File: config.mk
export PLATFORM = sky130hd
export DESIGN_NAME = dram_bank_fsm
export DESIGN_NICKNAME = d
export VERILOG_FILES = /design/src/rtl/dram_chk_pkg.sv /design/src/rtl/dram_down_timer.sv /design/src/rtl/dram_bank_fsm.sv
export SDC_FILE = /design/constraint.sdc
export NUM_CORES = 1
export LEC_CHECK = 0
export ABC_CLOCK_PERIOD_IN_PS = 2560
export BUFFER_PORTS_ARGS = -buffer_cell sky130_fd_sc_hd__buf_4
export CORE_MARGIN = 2
export CORE_UTILIZATION = 40
export DETAILED_ROUTE_END_ITERATION = 16
export SLEW_MARGIN = 0
export SYNTH_ARGS = -nofsm -noshare
export SYNTH_HDL_FRONTEND = slang
export SYNTH_SLANG_ARGS = --single-unit
File: constraint.sdc
create_clock -name clk -period 2.56 [get_ports clk]
set_clock_uncertainty 0.1 [all_clocks]
set_input_delay 0.384 -clock clk [delete_from_list [all_inputs] [get_ports clk]]
set_output_delay 0.384 -clock clk [all_outputs]
set_load 0.02 [all_outputs]
File: src/rtl/dram_chk_pkg.sv
package dram_chk_pkg;

    typedef enum logic [2:0] {
        OP_ACT = 3'd0,
        OP_RD  = 3'd1,
        OP_WR  = 3'd2,
        OP_PRE = 3'd3,
        OP_REF = 3'd4
    } dram_op_e;

    typedef enum logic [2:0] {
        ERR_NO_ROW   = 3'd0,
        ERR_TRCD     = 3'd1,
        ERR_TRAS     = 3'd2,
        ERR_TRP      = 3'd3,
        ERR_TRC      = 3'd4,
        ERR_TRRD_S   = 3'd5,
        ERR_TRRD_L   = 3'd6,
        ERR_NOT_IDLE = 3'd7
    } err_code_e;

    typedef enum logic {
        BANK_IDLE   = 1'b0,
        BANK_ACTIVE = 1'b1
    } bank_state_e;

endpackage

File: src/rtl/dram_down_timer.sv
module dram_down_timer #(
    parameter int TW = 6
) (
    input  logic          clk,
    input  logic          rst,
    input  logic          load,
    input  logic [TW-1:0] load_val,
    output logic          expired
);
    logic [TW-1:0] cnt;

    // Loaded with N-1 so that a command k cycles later sees zero when k >= N.
    always_ff @(posedge clk) begin
        if (rst)
            cnt <= '0;
        else if (load)
            cnt <= (load_val == '0) ? '0 : load_val - TW'(1);
        else if (cnt != '0)
            cnt <= cnt - TW'(1);
    end

    assign expired = (cnt == '0);
endmodule

File: src/rtl/dram_bank_fsm.sv
module dram_bank_fsm
    import dram_chk_pkg::*;
#(
    parameter int TW = 6
) (
    input  logic          clk,
    input  logic          rst,
    input  logic          act_go,
    input  logic          pre_go,
    input  logic [TW-1:0] cfg_trcd,
    input  logic [TW-1:0] cfg_tras,
    input  logic [TW-1:0] cfg_trp,
    input  logic [TW-1:0] cfg_trc,
    output logic          is_open,
    output logic          rcd_met,
    output logic          ras_met,
    output logic          rp_met,
    output logic          rc_met
);
    bank_state_e state, state_nx;

    always_ff @(posedge clk) begin
        if (rst) state <= BANK_IDLE;
        else     state <= state_nx;
    end

    always_comb begin
        state_nx = state;
        unique case (state)
            BANK_IDLE:   if (act_go) state_nx = BANK_ACTIVE;
            BANK_ACTIVE: if (pre_go) state_nx = BANK_IDLE;
        endcase
    end

    always_comb begin
        unique case (state)
            BANK_IDLE:   is_open = 1'b0;
            BANK_ACTIVE: is_open = 1'b1;
        endcase
    end

    dram_down_timer #(.TW(TW)) u_rcd (.clk(clk), .rst(rst), .load(act_go), .load_val(cfg_trcd), .expired(rcd_met));
    dram_down_timer #(.TW(TW)) u_ras (.clk(clk), .rst(rst), .load(act_go), .load_val(cfg_tras), .expired(ras_met));
    dram_down_timer #(.TW(TW)) u_rc  (.clk(clk), .rst(rst), .load(act_go), .load_val(cfg_trc),  .expired(rc_met));
    dram_down_timer #(.TW(TW)) u_rp  (.clk(clk), .rst(rst), .load(pre_go), .load_val(cfg_trp),  .expired(rp_met));
endmodule

==> impl_results.md <==
* Final core utilization at between 40% and 50%
* Drt wl/cell at 12.6 um
* First drt pass iteration count at 4
* All-Layer GR Usage at about 16%
* WP data required at between 2000 and 2500 ps
* Rel. slew slack at between 70% and 80%
* Clock Latency Late Sink at approximately 270 ps
* Final #Nets at 285
* Die W at 71.9 um
* Asr flop ratio synth at 0%
* Routability cong. at 0.839
* Yosys reg bits at 25
* Starting Density at 42.0%
* Row count at 24
* Startpoint types: register
* Number of routed nets with antenna violations at 0
* Register area share after synthesis at 27.2%
* PwrDens at between 500 and 600 mW/mm^2
* H-Tree Depth at 1
* Slew Viols, Final at 0
* Yosys cell types at 34
* Synth Net Count at 250
* # resized after CTS at 0
* Hold buffers post-CTS at 0
* Die area at approximately 0.0052 mm^2
* Most frequent cells in the layout: buf_4, dfxtp_1, inv_1
* Most common cell after layout, fill and taps aside: buf_4
* Ys flop type: dfxtp_1
* Ratio of cells with drive above 1 in the final layout at 21.3%
* Clock slew at reported path FFs at ~90 ps
* Number of flops mapped to enable cells by yosys at 0
* Worst slew pin tran at 369 ps
* Die boundary height at 71.9 um
* Critical path peak fanout at 4
* Fmax at 543 MHz
* CP Data Arrival Time at roughly 1400 ps
* DP HPWL at ~3 mm
* Port Buffer Count at 32
* Global-route wire length before repair at about 6.6 mm
* Root Driver: clkbuf_8
* TritonCTS Sinks at 25
* Via density at around 5.2
* Pin count of the biggest net entering global routing at 17
* Outcome: finished, final reports clean
* Crit share post-route at a little under three quarters
* N_diodes at 0
* # DRC at 0
* LEAKAGE at 0.971 nW
* Vias in the first global route at 1,500
* Synth Warn # at 0
* Synth-to-layout area growth at 19.0%
* RSZ-0062 raised after global routing: false
* CTS buffer count at 3
* Worst hold path class: primary input to register
* Via count at around 1,500
* Antenna violations before repair at 0
* Drt initial violations at 93
* WS Path Type: register to output pin
* Postcts setup bufs at 0
* Clock buffer depth at 2
* Post-synthesis cell count at ~200
* Boundary Pins at 33
* Post-Syn Area at 0.00184 mm^2
* Reported max-cap violation count at 0
* Setup TNS at 0 ps
* CTS tree: built
* VDD IR max at 0.240 mV
* Synth Area per Inst at 8.94 um^2
* Final setup viols at 0
* Core Area at 0.00438 mm^2
* Final WL at 3.69 mm
* Total Power at 1.23 mW
* Post-layout min period at approximately 1800 ps
* Final hold viol count at 0
* Critical Path Sink Type: output pin
* GRT overflow at 0
[final cells by class]
class                      count  area, um^2
fill                         444        2190
inverter                      20        75.1
timing repair buffer          33         248
tap                           52        65.1
sequential                    25         500
clock buffer                   3        41.3
multi-input combinational    158        1250
clock inverter                 1        7.51
[cells by family after synthesis]
logic type	after synthesis	synth area share, %
flops	25	27.2
mux	1	0.543
fa+ha+maj	16	10.9
xor+xnor	32	15.2
buf+inv	23	4.76
simple gates	65	21.7
compound gates	44	19.8
[power breakdown]
group | internal [mW] | total [mW] | switching [mW]
clock | 0.110 | 0.237 | 0.127
sequential | 0.448 | 0.496 | 0.0482
combinational | 0.241 | 0.502 | 0.260
[registers in the layout (all words and copies together), names as in the netlist]
| register | count |
|---|---|
| u_ras.cnt | 6 |
| u_rc.cnt | 6 |
| u_rcd.cnt | 6 |
| u_rp.cnt | 6 |
| state | 1 |
[stage by stage]
step / std cells / hold slack [ps] / setup WS (ps) / instance area, um^2
4_1_cts: 292 / 171 / 733 / 2190
3_5_place_dp: 288 / 420 / 888 / 2140
6_report: 292 / 175 / 719 / 2190
2_1_floorplan: 206 / 356 / 1100 / 1840
5_1_grt: 292 / 166 / 619 / 2190
3_3_place_gp: 288 / 415 / 880 / 2140
[cell usage after synthesis (2+ instances only)]
master,number,area (um^2)
nand2_1,5,18.8
o221ai_1,4,35.0
ha_1,16,200
xnor2_1,16,140
a2bb2oi_1,12,105
o21ai_0,6,30.0
o32ai_1,3,26.3
nand2b_1,7,43.8
o211ai_1,3,22.5
a21oi_1,3,15.0
clkbuf_1,2,7.51
nor3b_1,8,60.1
nor3_2,4,40.0
nand3_1,3,15.0
nor3_1,11,55.1
o211a_1,5,50.1
dfxtp_1,25,500
nand4b_1,3,26.3
nor2_1,15,56.3
xor2_1,16,140
inv_1,19,71.3
or3_4,4,45.0
o21ai_2,3,26.3
and3b_1,3,26.3
[worst max-delay path, cell delays in order (launching register included)]
cell	delay (ps)
dfxtp_1	350
nor3_1	360
and3b_1	250
buf_4	150
[final timing paths]
kind                                     to  slack [ps]                       from  cells after the start
setup / recovery                    ras_met         720  u_ras.cnt[2]$_SDFFE_PP0P_                      3
hold / removal             state$_SDFF_PP0_         180                        rst                      2
setup reg to reg   u_rc.cnt[5]$_SDFFE_PP0P_        1050   u_rc.cnt[0]$_SDFFE_PP0P_                      5
hold reg to reg   u_ras.cnt[1]$_SDFFE_PP0P_         440  u_ras.cnt[1]$_SDFFE_PP0P_                      1
[per-layer routing]
layer / wire length, um / track usage (%)
met1: 1790 / 20.6
met2: 1750 / 27.6
met3: 111 / 1.41
met4: 34 / 4.40
met5: 0 / 0
Power figures use the tool's default switching activity.
